### src/rtl/tmr_pkg.sv
package tmr_pkg;
  localparam int A_CTL = 0;
  localparam int A_PRD = 1;
  localparam int A_CNT = 2;

  localparam int B_RUN   = 0;
  localparam int B_START = 1;
  localparam int B_SQ    = 2;
  localparam int B_WIDE  = 3;
  localparam int B_PINT  = 4;
  localparam int B_PINV  = 5;
  localparam int B_PLVL  = 6;
  localparam int B_STAT  = 11;

  typedef struct packed {
    logic pin_level;
    logic pin_inv;
    logic pin_timer;
    logic wide;
    logic sq_mode;
    logic run;
  } ctl_t;
endpackage

### src/rtl/tmr_regs.sv
module tmr_regs
  import tmr_pkg::*;
#(
  parameter int CNT_W  = 32,
  parameter int ADDR_W = 2
) (
  input  logic              clk,
  input  logic              rst_n,
  input  logic              reg_we,
  input  logic [ADDR_W-1:0] reg_addr,
  input  logic [CNT_W-1:0]  reg_wdata,
  output ctl_t              ctl_o,
  output logic [CNT_W-1:0]  prd_o,
  output logic              start_o,
  output logic              cnt_wr_o
);
  ctl_t             ctl_q, ctl_n;
  logic [CNT_W-1:0] prd_q, prd_n;
  logic             ctl_sel, prd_sel;

  assign ctl_sel  = reg_we && (reg_addr == ADDR_W'(A_CTL));
  assign prd_sel  = reg_we && (reg_addr == ADDR_W'(A_PRD));
  assign cnt_wr_o = reg_we && (reg_addr == ADDR_W'(A_CNT));
  assign start_o  = ctl_sel && reg_wdata[B_RUN] && reg_wdata[B_START];

  always_comb begin
    ctl_n = ctl_q;
    prd_n = prd_q;
    if (ctl_sel) begin
      ctl_n.run       = reg_wdata[B_RUN];
      ctl_n.sq_mode   = reg_wdata[B_SQ];
      ctl_n.wide      = reg_wdata[B_WIDE];
      ctl_n.pin_timer = reg_wdata[B_PINT];
      ctl_n.pin_inv   = reg_wdata[B_PINV];
      ctl_n.pin_level = reg_wdata[B_PLVL];
    end
    if (prd_sel) prd_n = reg_wdata;
  end

  always_ff @(posedge clk or negedge rst_n) begin
    if (!rst_n) begin
      ctl_q <= '0;
      prd_q <= '0;
    end else begin
      ctl_q <= ctl_n;
      prd_q <= prd_n;
    end
  end

  assign ctl_o = ctl_q;
  assign prd_o = prd_q;
endmodule

### src/rtl/tmr_counter.sv
module tmr_counter #(
  parameter int CNT_W = 32
) (
  input  logic             clk,
  input  logic             rst_n,
  input  logic             run_i,
  input  logic             stb_i,
  input  logic             start_i,
  input  logic             wr_i,
  input  logic [CNT_W-1:0] wdata_i,
  input  logic [CNT_W-1:0] prd_i,
  output logic [CNT_W-1:0] cnt_o,
  output logic             match_o,
  output logic             will_match_o
);
  localparam logic [CNT_W-1:0] ONE = {{(CNT_W-1){1'b0}}, 1'b1};

  logic [CNT_W-1:0] cnt_q, cnt_n, cnt_inc;
  logic             adv;

  assign cnt_inc      = cnt_q + ONE;
  assign adv          = run_i && stb_i;
  assign match_o      = run_i && (cnt_q == prd_i);
  assign will_match_o = adv && (cnt_inc == prd_i);

  always_comb begin
    cnt_n = cnt_q;
    if (wr_i)         cnt_n = wdata_i;
    else if (start_i) cnt_n = '0;
    else if (match_o) cnt_n = '0;
    else if (adv)     cnt_n = cnt_inc;
  end

  always_ff @(posedge clk or negedge rst_n) begin
    if (!rst_n) cnt_q <= '0;
    else        cnt_q <= cnt_n;
  end

  assign cnt_o = cnt_q;
endmodule

### src/rtl/tmr_status.sv
module tmr_status #(
  parameter int WID_W = 2
) (
  input  logic clk,
  input  logic rst_n,
  input  logic run_i,
  input  logic stb_i,
  input  logic sq_i,
  input  logic wide_i,
  input  logic match_i,
  input  logic will_match_i,
  output logic status_o,
  output logic rise_o
);
  localparam logic [WID_W-1:0] W_ONE = WID_W'(1);
  localparam logic [WID_W-1:0] W_TWO = WID_W'(2);

  logic             st_q, st_n, st_d_q;
  logic [WID_W-1:0] rem_q, rem_n;

  always_comb begin
    st_n  = st_q;
    rem_n = rem_q;
    if (match_i) begin
      st_n  = sq_i ? ~st_q : 1'b1;
      rem_n = wide_i ? W_TWO : W_ONE;
    end else if (!sq_i && run_i && stb_i && (rem_q != '0)) begin
      rem_n = rem_q - W_ONE;
      if ((rem_q == W_ONE) && !will_match_i) st_n = 1'b0;
    end
  end

  always_ff @(posedge clk or negedge rst_n) begin
    if (!rst_n) begin
      st_q   <= 1'b0;
      st_d_q <= 1'b0;
      rem_q  <= '0;
    end else begin
      st_q   <= st_n;
      st_d_q <= st_q;
      rem_q  <= rem_n;
    end
  end

  assign status_o = st_q;
  assign rise_o   = st_q && !st_d_q;
endmodule

### src/rtl/period_timer.sv
module period_timer
  import tmr_pkg::*;
#(
  parameter int CNT_W  = 32,
  parameter int ADDR_W = 2
) (
  input  logic              clk,
  input  logic              rst_n,
  input  logic              cnt_stb,
  input  logic              reg_we,
  input  logic [ADDR_W-1:0] reg_addr,
  input  logic [CNT_W-1:0]  reg_wdata,
  output logic [CNT_W-1:0]  reg_rdata,
  output logic              tmr_out,
  output logic              irq,
  output logic              dma_evt
);
  ctl_t             ctl_s;
  logic [CNT_W-1:0] prd_s, cnt_s;
  logic             start_s, cnt_wr_s, match_s, will_s, status_s, rise_s;

  tmr_regs #(.CNT_W(CNT_W), .ADDR_W(ADDR_W)) u_regs (
    .clk(clk), .rst_n(rst_n), .reg_we(reg_we), .reg_addr(reg_addr),
    .reg_wdata(reg_wdata), .ctl_o(ctl_s), .prd_o(prd_s),
    .start_o(start_s), .cnt_wr_o(cnt_wr_s)
  );

  tmr_counter #(.CNT_W(CNT_W)) u_cnt (
    .clk(clk), .rst_n(rst_n), .run_i(ctl_s.run), .stb_i(cnt_stb),
    .start_i(start_s), .wr_i(cnt_wr_s), .wdata_i(reg_wdata),
    .prd_i(prd_s), .cnt_o(cnt_s), .match_o(match_s), .will_match_o(will_s)
  );

  tmr_status #(.WID_W(2)) u_stat (
    .clk(clk), .rst_n(rst_n), .run_i(ctl_s.run), .stb_i(cnt_stb),
    .sq_i(ctl_s.sq_mode), .wide_i(ctl_s.wide), .match_i(match_s),
    .will_match_i(will_s), .status_o(status_s), .rise_o(rise_s)
  );

  always_comb begin
    reg_rdata = '0;
    case (reg_addr)
      ADDR_W'(A_CTL): begin
        reg_rdata[B_RUN]  = ctl_s.run;
        reg_rdata[B_SQ]   = ctl_s.sq_mode;
        reg_rdata[B_WIDE] = ctl_s.wide;
        reg_rdata[B_PINT] = ctl_s.pin_timer;
        reg_rdata[B_PINV] = ctl_s.pin_inv;
        reg_rdata[B_PLVL] = ctl_s.pin_level;
        reg_rdata[B_STAT] = status_s;
      end
      ADDR_W'(A_PRD): reg_rdata = prd_s;
      ADDR_W'(A_CNT): reg_rdata = cnt_s;
      default:        reg_rdata = '0;
    endcase
  end

  assign tmr_out = ctl_s.pin_timer ? (status_s ^ ctl_s.pin_inv) : ctl_s.pin_level;
  assign irq     = rise_s;
  assign dma_evt = rise_s;
endmodule

### config.mk
export PLATFORM = sky130hd
export DESIGN_NAME = period_timer
export DESIGN_NICKNAME = d
export VERILOG_FILES = /design/src/rtl/tmr_pkg.sv /design/src/rtl/tmr_regs.sv /design/src/rtl/tmr_counter.sv /design/src/rtl/tmr_status.sv /design/src/rtl/period_timer.sv
export SDC_FILE = /design/constraint.sdc
export NUM_CORES = 1
export LEC_CHECK = 0
export ABC_AREA = 1
export BUFFER_PORTS_ARGS = -buffer_cell sky130_fd_sc_hd__buf_2
export CAP_MARGIN = 10
export CORE_MARGIN = 4
export CORE_UTILIZATION = 35
export CTS_CLUSTER_SIZE = 12
export DETAILED_ROUTE_END_ITERATION = 16
export GPL_TIMING_DRIVEN = 0
export PLACE_DENSITY = 0.52
export SETUP_SLACK_MARGIN = 0.3
export SYNTH_ARGS = -nofsm -noshare
export SYNTH_HDL_FRONTEND = slang
export SYNTH_SLANG_ARGS = --single-unit
### constraint.sdc
create_clock -name clk -period 1.8 [get_ports clk]
set_input_delay 0.45 -clock clk [delete_from_list [all_inputs] [get_ports clk]]
set_output_delay 0.45 -clock clk [all_outputs]
set_load 0.05 [all_outputs]
==> run summary, run 1 <==
DR vias/cell = 5.19
Vias in the first global route = 6624
Starting DRT DRC Count = 557
CTS buffer count = 9
Min Hold Slack = 0.0532 ns
Final non-filler cell area = 8650 sq um
Asr flop ratio synth = 100%
Die X = 139 microns
Aggregate global routing overflow = 0
Max Slew Vio Count = 0
H-tree depth = 3
I/O pin cnt = 73
R2R Path Start = u_cnt.cnt_o[0]
CP dominant cell by count = nand2_1
Max-Cap Viols = 0
R2r endpoint = u_stat.status_o
Status = finished with violations
Failing checks = negative setup slack
ANT cells = 0
Final RePlAce weighted congestion = 0.922
Primary FF master, synth = dfrtp_1
CP delay by family, top = simple AND/OR/NAND/NOR gates
Reg area = 1870 sq um
Clock Tree Buf Depth = 2
Final Util = 51.6%
Die height = 139 microns
Max IR drop VDD = 0.466 mV
Crit path kind = reg -> reg
First-pass GRT wire length = 39.5 mm
Period minus WS final = 2.16 ns
Post-Place Setup Slack = -0.819 ns
Clk slew on worst S/H paths = 0.06 ns
Worst path cell trace = ha_4 -> nand2_4 -> nor2_4 -> nand2_4 -> nor2_4 -> buf_4 -> nand2_1 -> nand3_1 -> nand3_1 -> nor2_1 -> nand2_1 -> nor2_1 -> nand2_1 -> nand2_1 -> nand2_1 -> nand2_1
Pwr dens = 1040 nW/um^2
LEAKAGE = 0.00433 uW
Most frequent cells in the layout = 357 x nand2_1, 113 x inv_1, 79 x nand3_1
Total Power = 9030 uW
Root Buffer = clkbuf_16
Fmax = 0.464 GHz
Total vias in the final route = 6877
Total GRT Usage = 26.5%
FP Rows = 47
Startpoint Class = flop
Synth Warn # = 0
Final antenna-violating net count = 0
Share of cells above drive strength 1 = 27.9%
Initial Utilization = 36.1%
Clk_skew = 0.00905 ns
Area of the multi-input gates = 4240 sq um
CTS tree = yes
Class of the worst hold path = in -> async
DP Area = 7560 sq um
Worst setup margin = -0.356 ns
Syn Std Cell Area = 6050 sq um
Synth Instances = 993
DP HPWL = 19.4 mm
Max-slew headroom = 51.0%
EDFF count, synth = 0
Crit. End Element = flop
PortBufs = 72
Critical path required time = 2.09 ns
First drt pass iteration count = 5
Max stage delay on crit path = 0.43 ns
Sink Count = 74
Die area = 19400 sq um
Post-route DRC = 0
Register-to-register setup slack = -0.36 ns
Final hold viol count = 0
Commonest non-fill, non-tap cell in the layout = nand2_1
P&R area growth vs syn = 43.0%
Seq cells post-synth = 74
Antenna violations before repair = 0
CP Buf/Inv Count = 1
Worst skew pair latency = 0.36 ns
RSZ-0062 raised after global routing = yes
Worst-margin pin slew = 0.735 ns
Syn Nets = 1038
Core Area = 16800 sq um
Syn avg cell area = 6.09 sq um
DR WL/cell = 19.3 microns
Final wirelength = 25.6 mm
Critical path data arrival time = 2.45 ns
Slowest cell on the critical path = dfrtp_2
Crit share post-route = 120%
Synth unique cells = 40
Seq/Total Area, Yosys = 30.6%
Setup violations, final = 68
R2R cell count = 16
Final layout net count = 1146
Filler cell count = 1732
Max Fanout on Critical Path = 7
Largest net degree at the start of global routing = 43
Post-CTS Hold Buffers = 0
sequential cells by signal, summed over array words and instances, names as in the netlist:
name             cells
u_cnt.cnt_o         32
u_regs.ctl_o         6
u_regs.prd_o        32
u_stat.rem_q         2
u_stat.st_d_q        1
u_stat.status_o      1
worst reg2reg max path: stages (launching register included):
cell and delay, ns:
dfrtp_2 0.43, ha_4 0.18, nand2_4 0.07, nor2_4 0.13, nand2_4 0.11, nor2_4 0.25
buf_4 0.16, nand2_1 0.04, nand3_1 0.08, nand3_1 0.09, nor2_1 0.11, nand2_1 0.06
nor2_1 0.12, nand2_1 0.11, nand2_1 0.07, nand2_1 0.06, nand2_1 0.06
layout make-up:
cell class,instances,share of cell area [%]
Sequential cell,74,21.6
Inverter,132,6.41
Timing Repair Buffer,97,10.5
Multi-Input combinational cell,745,49.1
Tap cell,220,3.18
Clock inverter,5,0.622
Clock buffer,11,2.81
Buffer,42,5.80
where the power goes:
part | total (uW) | switching (uW) | internal (uW)
clock network | 1880 | 772 | 1110
registers | 2820 | 732 | 2090
logic | 4320 | 2700 | 1630
total | 9030 | 4200 | 4830
metal layers:
metal,vias to the layer above,part of all wire (%),track usage (%)
met5,-,0,0
met4,0,2.0,7.05
met3,32,6.6,4.67
met2,250,44,40.8
met1,3248,47,38.5
li1,3347,-,-
cell usage after synthesis, types with 2 or more instances:
| library cell | count | area (sq um) |
|---|---|---|
| buf_2 | 4 | 20.0 |
| nor2_1 | 68 | 255 |
| o21ai_0 | 20 | 100 |
| dfrtp_1 | 74 | 1850 |
| nand2_1 | 393 | 1480 |
| buf_4 | 2 | 15.0 |
| o22ai_1 | 7 | 43.8 |
| nand3_1 | 92 | 460 |
| o21ai_1 | 4 | 20.0 |
| nor3_1 | 5 | 25.0 |
| xnor2_1 | 9 | 78.8 |
| xor2_1 | 11 | 96.3 |
| nand3b_1 | 3 | 22.5 |
| ha_1 | 7 | 87.6 |
| inv_1 | 127 | 477 |
| a221oi_1 | 2 | 17.5 |
| nor2_2 | 7 | 43.8 |
| clkbuf_1 | 33 | 124 |
| inv_2 | 4 | 15.0 |
| nor2_4 | 5 | 56.3 |
| a21oi_1 | 44 | 220 |
| nand2_2 | 4 | 25.0 |
| nand4_1 | 37 | 231 |
| mux2_2 | 14 | 158 |
| nand2_4 | 2 | 22.5 |
worst max-delay path by stage:
stage                              start              end  slack, ns  depth (start not counted)
after global placement       reg_addr[0]    reg_rdata[26]      -0.81                          7
after floorplan              reg_addr[1]    reg_rdata[13]      -0.14                          5
after CTS                 u_cnt.cnt_o[0]  u_stat.status_o      -0.32                         17
final                     u_cnt.cnt_o[0]  u_stat.status_o      -0.36                         16
after detailed placement     reg_addr[0]    reg_rdata[26]      -0.82                          7
after global routing      u_cnt.cnt_o[0]  u_stat.status_o      -0.51                         18
per-stage QoR:
step | cells | setup TNS [ns]
final | 1326 | -16.12
after floorplan | 993 | -2.82
after global placement | 1285 | -70.49
after CTS | 1324 | -15.09
after global routing | 1326 | -19.94
after detailed placement | 1286 | -41.76
logic make-up after synthesis:
logic type	Yosys count	synth area share [%]
DFF	74	30.6
and+or+nand+nor	621	43.9
muxes	14	2.61
adders and majority gates	7	1.45
AOI/OAI and AO/OA	83	7.43
xor gates and xnor gates	20	2.90
buffers and inverters	174	11.1
what timing repair did:
item / in CTS / in global routing
setup endpoints to repair: 91 / 76
pin swaps: 6 / 5
gates resized for setup: 145 / 15
gates cloned: 4 / 0
setup buffers: 18 / 2
No activity file was read; power rests on OpenSTA's default activity.
==> run 2: changes to the inputs <==
--- a/config.mk
+++ b/config.mk
@@ -18,3 +18,4 @@
 export SYNTH_ARGS = -nofsm -noshare
 export SYNTH_HDL_FRONTEND = slang
 export SYNTH_SLANG_ARGS = --single-unit
+export TNS_END_PERCENT = 50
==> run summary, run 2 (synthesis results as in run 1) <==
DP HPWL = 19.8 mm (+1.9%)
Crit path kind = reg -> reg
Setup violations, final = 67 (-1.5%)
Fmax = 0.468 GHz (+0.78%)
Final Util = 52.7% (+1.1 points)
Max Fanout on Critical Path = 8 (+1)
CTS buffer count = 9 (unchanged)
Core Area = 16800 sq um (unchanged)
Startpoint Class = flop
Final hold viol count = 0 (unchanged)
Die area = 19400 sq um (unchanged)
Starting DRT DRC Count = 642 (+15%)
H-tree depth = 3 (unchanged)
R2R cell count = 17 (+1)
Antenna violations before repair = 0 (unchanged)
Max IR drop VDD = 0.473 mV (+1.6%)
Clk_skew = 0.00862 ns (-0.000430 ns)
First-pass GRT wire length = 40.7 mm (+3.1%)
I/O pin cnt = 73 (unchanged)
Max stage delay on crit path = 0.46 ns (+0.03 ns)
Post-route DRC = 0 (unchanged)
Register-to-register setup slack = -0.34 ns (+0.02 ns)
Period minus WS final = 2.14 ns (-0.0167 ns)
Root Buffer = clkbuf_16
LEAKAGE = 0.00444 uW (+2.7%)
ANT cells = 0 (unchanged)
Max-Cap Viols = 0 (unchanged)
Sink Count = 74 (unchanged)
Die height = 139 microns (unchanged)
Crit share post-route = 119% (-0.93 points)
CTS tree = yes
DR WL/cell = 19.8 microns (+2.7%)
Initial Utilization = 36.1% (unchanged)
Post-Place Setup Slack = -1.17 ns (-0.354 ns)
Class of the worst hold path = in -> async
Failing checks = negative setup slack
Worst setup margin = -0.339 ns (+0.0167 ns)
Worst skew pair latency = 0.35 ns (about the same)
Final antenna-violating net count = 0 (unchanged)
Die X = 139 microns (unchanged)
Commonest non-fill, non-tap cell in the layout = nand2_1
DP Area = 7410 sq um (-2.0%)
Worst-margin pin slew = 0.682 ns (-0.0526 ns)
Final RePlAce weighted congestion = 0.975 (+5.8%)
DR vias/cell = 5.16 (-0.50%)
Crit. End Element = flop
Critical path required time = 2.09 ns (about the same)
CP delay by family, top = simple AND/OR/NAND/NOR gates
Final non-filler cell area = 8830 sq um (+2.1%)
R2R Path Start = u_cnt.cnt_o[1]
Vias in the first global route = 6672 (+0.72%)
CP Buf/Inv Count = 1 (unchanged)
Pwr dens = 1040 nW/um^2 (-0.30%)
Most frequent cells in the layout = 356 x nand2_1, 108 x inv_1, 74 x nand3_1
PortBufs = 72 (unchanged)
Final wirelength = 26.7 mm (+4.3%)
Status = finished with violations
Total GRT Usage = 27.5% (+1.0 points)
Post-CTS Hold Buffers = 0 (unchanged)
Clock Tree Buf Depth = 2 (unchanged)
Total vias in the final route = 6951 (+1.1%)
Critical path data arrival time = 2.43 ns (-0.02 ns)
Clk slew on worst S/H paths = 0.06 ns (about the same)
First drt pass iteration count = 5 (unchanged)
R2r endpoint = u_stat.status_o
P&R area growth vs syn = 46.0%
Share of cells above drive strength 1 = 30.7% (+2.8 points)
Worst path cell trace = nand2_2 -> nor2_4 -> nand2_4 -> nor2_4 -> buf_8 -> nand2_4 -> nand2_2 -> nand2_2 -> nor2_2 -> nand3_1 -> nor2_1 -> nand2_1 -> nor2_2 -> nand2_2 -> nand2_1 -> nand2_1 -> nand2_1
FP Rows = 47 (unchanged)
Largest net degree at the start of global routing = 41 (-4.7%)
RSZ-0062 raised after global routing = yes
Max-slew headroom = 54.5% (+3.5 points)
Aggregate global routing overflow = 0 (unchanged)
Final layout net count = 1167 (+1.8%)
Slowest cell on the critical path = dfrtp_2
Max Slew Vio Count = 0 (unchanged)
run 2: repair_timing:
item,CTS,global route
endpoints found under the hold margin,0,0
gates cloned,3,0
gates resized for setup,180,34
buffers inserted,33,9
setup endpoints to repair,106,99
pin swaps,20,13
run 2: power breakdown:
part / internal (uW) / total [uW] / switching [uW] / leakage, uW
logic: 1770 / 4610 / 2840 / 0.00346
clock network: 1070 / 1830 / 754 / 0.000138
registers: 2090 / 2750 / 660 / 0.000844
run 2: layer usage:
metal	global-route usage, %	share of wire [%]
met1	39.7	46
met2	41.5	44
met3	4.77	7.0
met4	9.63	3.0
met5	0	0
run 2: per-stage QoR:
stage                     hold WS, ns  TNS [ns]  power (uW)  cells
after floorplan                 0.154     -3.36        5370    993
after global placement          0.492    -98.84        6540   1285
after detailed placement        0.474    -66.08        6540   1286
after CTS                       0.101    -14.95        9040   1338
after global routing            0.133    -21.21        9800   1347
final                          0.0782    -15.45        9190   1347
run 2: cell type report:
type / count / area [sq um]
buffer: 42 / 477
clock buffer: 13 / 240
clock inverter: 3 / 40.0
fill: 1733 / 7930
inverter: 132 / 551
multi-input combinational: 745 / 4300
sequential: 74 / 1870
tap: 220 / 275
timing repair buffer: 118 / 1080
run 2: worst max-delay path by stage:
stage / from / end / slack (ns) / cells after the start
floorplan: reg_addr[0] / reg_rdata[13] / -0.16 / 5
global placement: reg_addr[1] / u_regs.prd_o[22] / -1.12 / 8
detailed placement: reg_addr[1] / u_regs.prd_o[16] / -1.17 / 8
CTS: u_cnt.cnt_o[0] / u_stat.status_o / -0.32 / 17
global route: u_cnt.cnt_o[4] / u_stat.status_o / -0.51 / 17
finish: u_cnt.cnt_o[1] / u_stat.status_o / -0.34 / 17
==> run 3: changes to the inputs <==
--- a/config.mk
+++ b/config.mk
@@ -13,8 +13,8 @@
 export CTS_CLUSTER_SIZE = 12
 export DETAILED_ROUTE_END_ITERATION = 16
 export GPL_TIMING_DRIVEN = 0
-export PLACE_DENSITY = 0.52
-export SETUP_SLACK_MARGIN = 0.3
+export PLACE_DENSITY = 0.51
+export SETUP_SLACK_MARGIN = 0.1
 export SYNTH_ARGS = -nofsm -noshare
 export SYNTH_HDL_FRONTEND = slang
 export SYNTH_SLANG_ARGS = --single-unit
==> constraint.sdc (replaced) <==
create_clock -name clk -period 2.7 [get_ports clk]
set_input_delay 0.675 -clock clk [delete_from_list [all_inputs] [get_ports clk]]
set_output_delay 0.675 -clock clk [all_outputs]
set_load 0.05 [all_outputs]
==> run summary, run 3 (synthesis results as in run 1) <==
Class of the worst hold path = in -> async
Commonest non-fill, non-tap cell in the layout = nand2_1
Final antenna-violating net count = 0 (unchanged)
Share of cells above drive strength 1 = 16.0% (-15 points)
First drt pass iteration count = 5 (unchanged)
Total GRT Usage = 25.4% (-2.1 points)
RSZ-0062 raised after global routing = yes
DR WL met2 = 10.8 mm (-8.0%)
R2r endpoint = u_cnt.cnt_o[19]
Clk_skew = 0.00679 ns (-0.00183 ns)
Final hold viol count = 0 (unchanged)
Sink Count = 74 (unchanged)
Min Hold Slack = 0.289 ns (+0.210 ns)
R2R cell count = 8 (-9)
Die height = 139 microns (unchanged)
Final non-filler cell area = 7420 sq um (-16%)
Final layout net count = 1126 (-3.5%)
Die area = 19400 sq um (unchanged)
Starting DRT DRC Count = 562 (-12%)
Period minus WS final = 2.57 ns
First-pass GRT wire length = 38.1 mm (-6.3%)
Met3 WL = 1.61 mm (-13%)
Max stage delay on crit path = 0.20 ns (-0.26 ns)
Die X = 139 microns (unchanged)
Initial Utilization = 36.1% (unchanged)
CTS buffer count = 9 (unchanged)
H-tree depth = 3 (unchanged)
Setup TNS = 0 ns (+15.45 ns)
Final RePlAce weighted congestion = 0.965 (-1.0%)
Most frequent cells in the layout = 393 x nand2_1, 126 x inv_1, 92 x nand3_1
Crit path kind = in -> out
Layout Cells excl Fill = 1305 (-3.1%)
ANT cells = 0 (unchanged)
Largest net degree at the start of global routing = 44 (+7.3%)
Worst path cell trace = buf_2 -> inv_1 -> ha_2 -> buf_6 -> buf_8 -> nand2_1 -> a21oi_2 -> buf_6
Fmax = 0.389 GHz
Filler cell count = 1842 (+6.3%)
Critical path depth = 8 (-9)
FP Rows = 47 (unchanged)
CP Buf/Inv Count = 5 (+4)
DR WL/cell = 18.9 microns (-4.9%)
Aggregate global routing overflow = 0 (unchanged)
I/O pin cnt = 73 (unchanged)
CP delay by family, top = buffers and inverters
Post-CTS Hold Buffers = 0 (unchanged)
Crit share post-route = 95.2%
Total Power = 5440 uW (-41%)
Post-route DRC = 0 (unchanged)
P&R area growth vs syn = 22.6%
Critical path data arrival time = 1.90 ns (-0.53 ns)
Max-Cap Viols = 0 (unchanged)
R2R Path Start = u_regs.ctl_o[0]
DP HPWL = 18.8 mm (-5.2%)
Core Area = 16800 sq um (unchanged)
Root Buffer = clkbuf_16
Routed length on met1 = 11.6 mm (-5.7%)
Startpoint Class = input port
Crit. End Element = primary output
PortBufs = 72 (unchanged)
Max IR drop VDD = 0.315 mV (-33%)
Worst skew pair latency = 0.35 ns (about the same)
Clock Tree Buf Depth = 2 (unchanged)
Slowest cell on the critical path = ha_2
Max Fanout on Critical Path = 10 (+2)
Clk slew on worst S/H paths = 0.06 ns (about the same)
Status = completed
Vias in the first global route = 6298 (-5.6%)
Total vias in the final route = 6763 (-2.7%)
Pwr dens = 734 nW/um^2 (-29%)
Final wirelength = 24.6 mm (-7.9%)
DR vias/cell = 5.18 (+0.43%)
Max Slew Vio Count = 0 (unchanged)
Antenna violations before repair = 0 (unchanged)
Top Metal Used = met4
LEAKAGE = 0.00385 uW (-13%)
Critical path required time = 2.03 ns (-0.06 ns)
Register-to-register setup slack = 0.19 ns (+0.53 ns)
Worst-margin pin slew = 0.930 ns (+0.248 ns)
Setup violations, final = 0 (-100%)
CTS tree = yes
DP Area = 6760 sq um (-8.8%)
Max-slew headroom = 38.0% (-17 points)
CP dominant cell by count = buf_6
Placed cells = 1286 (unchanged)
[run 3: cell types whose count changed in the layout (fill, tap and decap cells not counted), sizes merged]
cell      delta
buf         -32
bufinv       -1
clkbuf       -9
inv          +6
clkinv       -1
clkinvlp     -5
[run 3: timing repair]
item                       4_1_cts  5_1_grt
resized for setup               63       47
pin swaps                        0        2
setup endpoints to repair       60       63
buffers inserted                 2        1
hold endpoints to repair         0        0
cloned                           0        1
[run 3: final cells by class]
class	instances	area, sq um	share of cell area, %
Buffer	42	317	4.27
Tap cell	220	275	3.71
Sequential cell	74	1850	25.0
Clock inverter	2	12.5	0.169
Multi-Input combinational cell	745	3640	49.1
Clock buffer	13	260	3.51
Timing Repair Buffer	77	559	7.54
Inverter	132	499	6.73
[run 3: routing by layer]
layer  vias up  global-route usage, %
met5         -                      0
met4         0                   8.19
met3        38                   3.16
met2       255                   38.4
met1      3150                   37.6
li1       3320                      -
[run 3: how the worst max path moves through the flow]
stage,slack [ns],from,to
3_3_place_gp,-0.67,reg_addr[0],reg_rdata[7]
6_report,0.13,reg_addr[1],reg_rdata[7]
5_1_grt,0.06,reg_addr[1],reg_rdata[13]
3_5_place_dp,-0.66,reg_addr[0],reg_rdata[7]
2_1_floorplan,-0.15,reg_addr[1],reg_rdata[22]
4_1_cts,0.02,reg_addr[0],reg_rdata[7]
[run 3: power by group]
| part | switching [uW] | internal, uW |
|---|---|---|
| combinational | 1640 | 841 |
| sequential | 420 | 1380 |
| clock | 488 | 667 |
[run 3: through the flow]
step / setup WS, ns / utilization, %
CTS: 0.0161 / 43.2
global placement: -0.667 / 40.1
global route: 0.0628 / 44.3
detailed placement: -0.661 / 40.3
floorplan: -0.153 / -
finish: 0.130 / 44.3
[run 3: worst register-to-register path, cell delays in order (launching register included)]
cell and delay (ns):
dfrtp_1 0.47, nand2_1 0.45, clkinv_1 0.55, clkbuf_1 0.49, nand3_1 0.21, nand3_1 0.09
nand2_1 0.09, nand2_1 0.05, inv_1 0.05
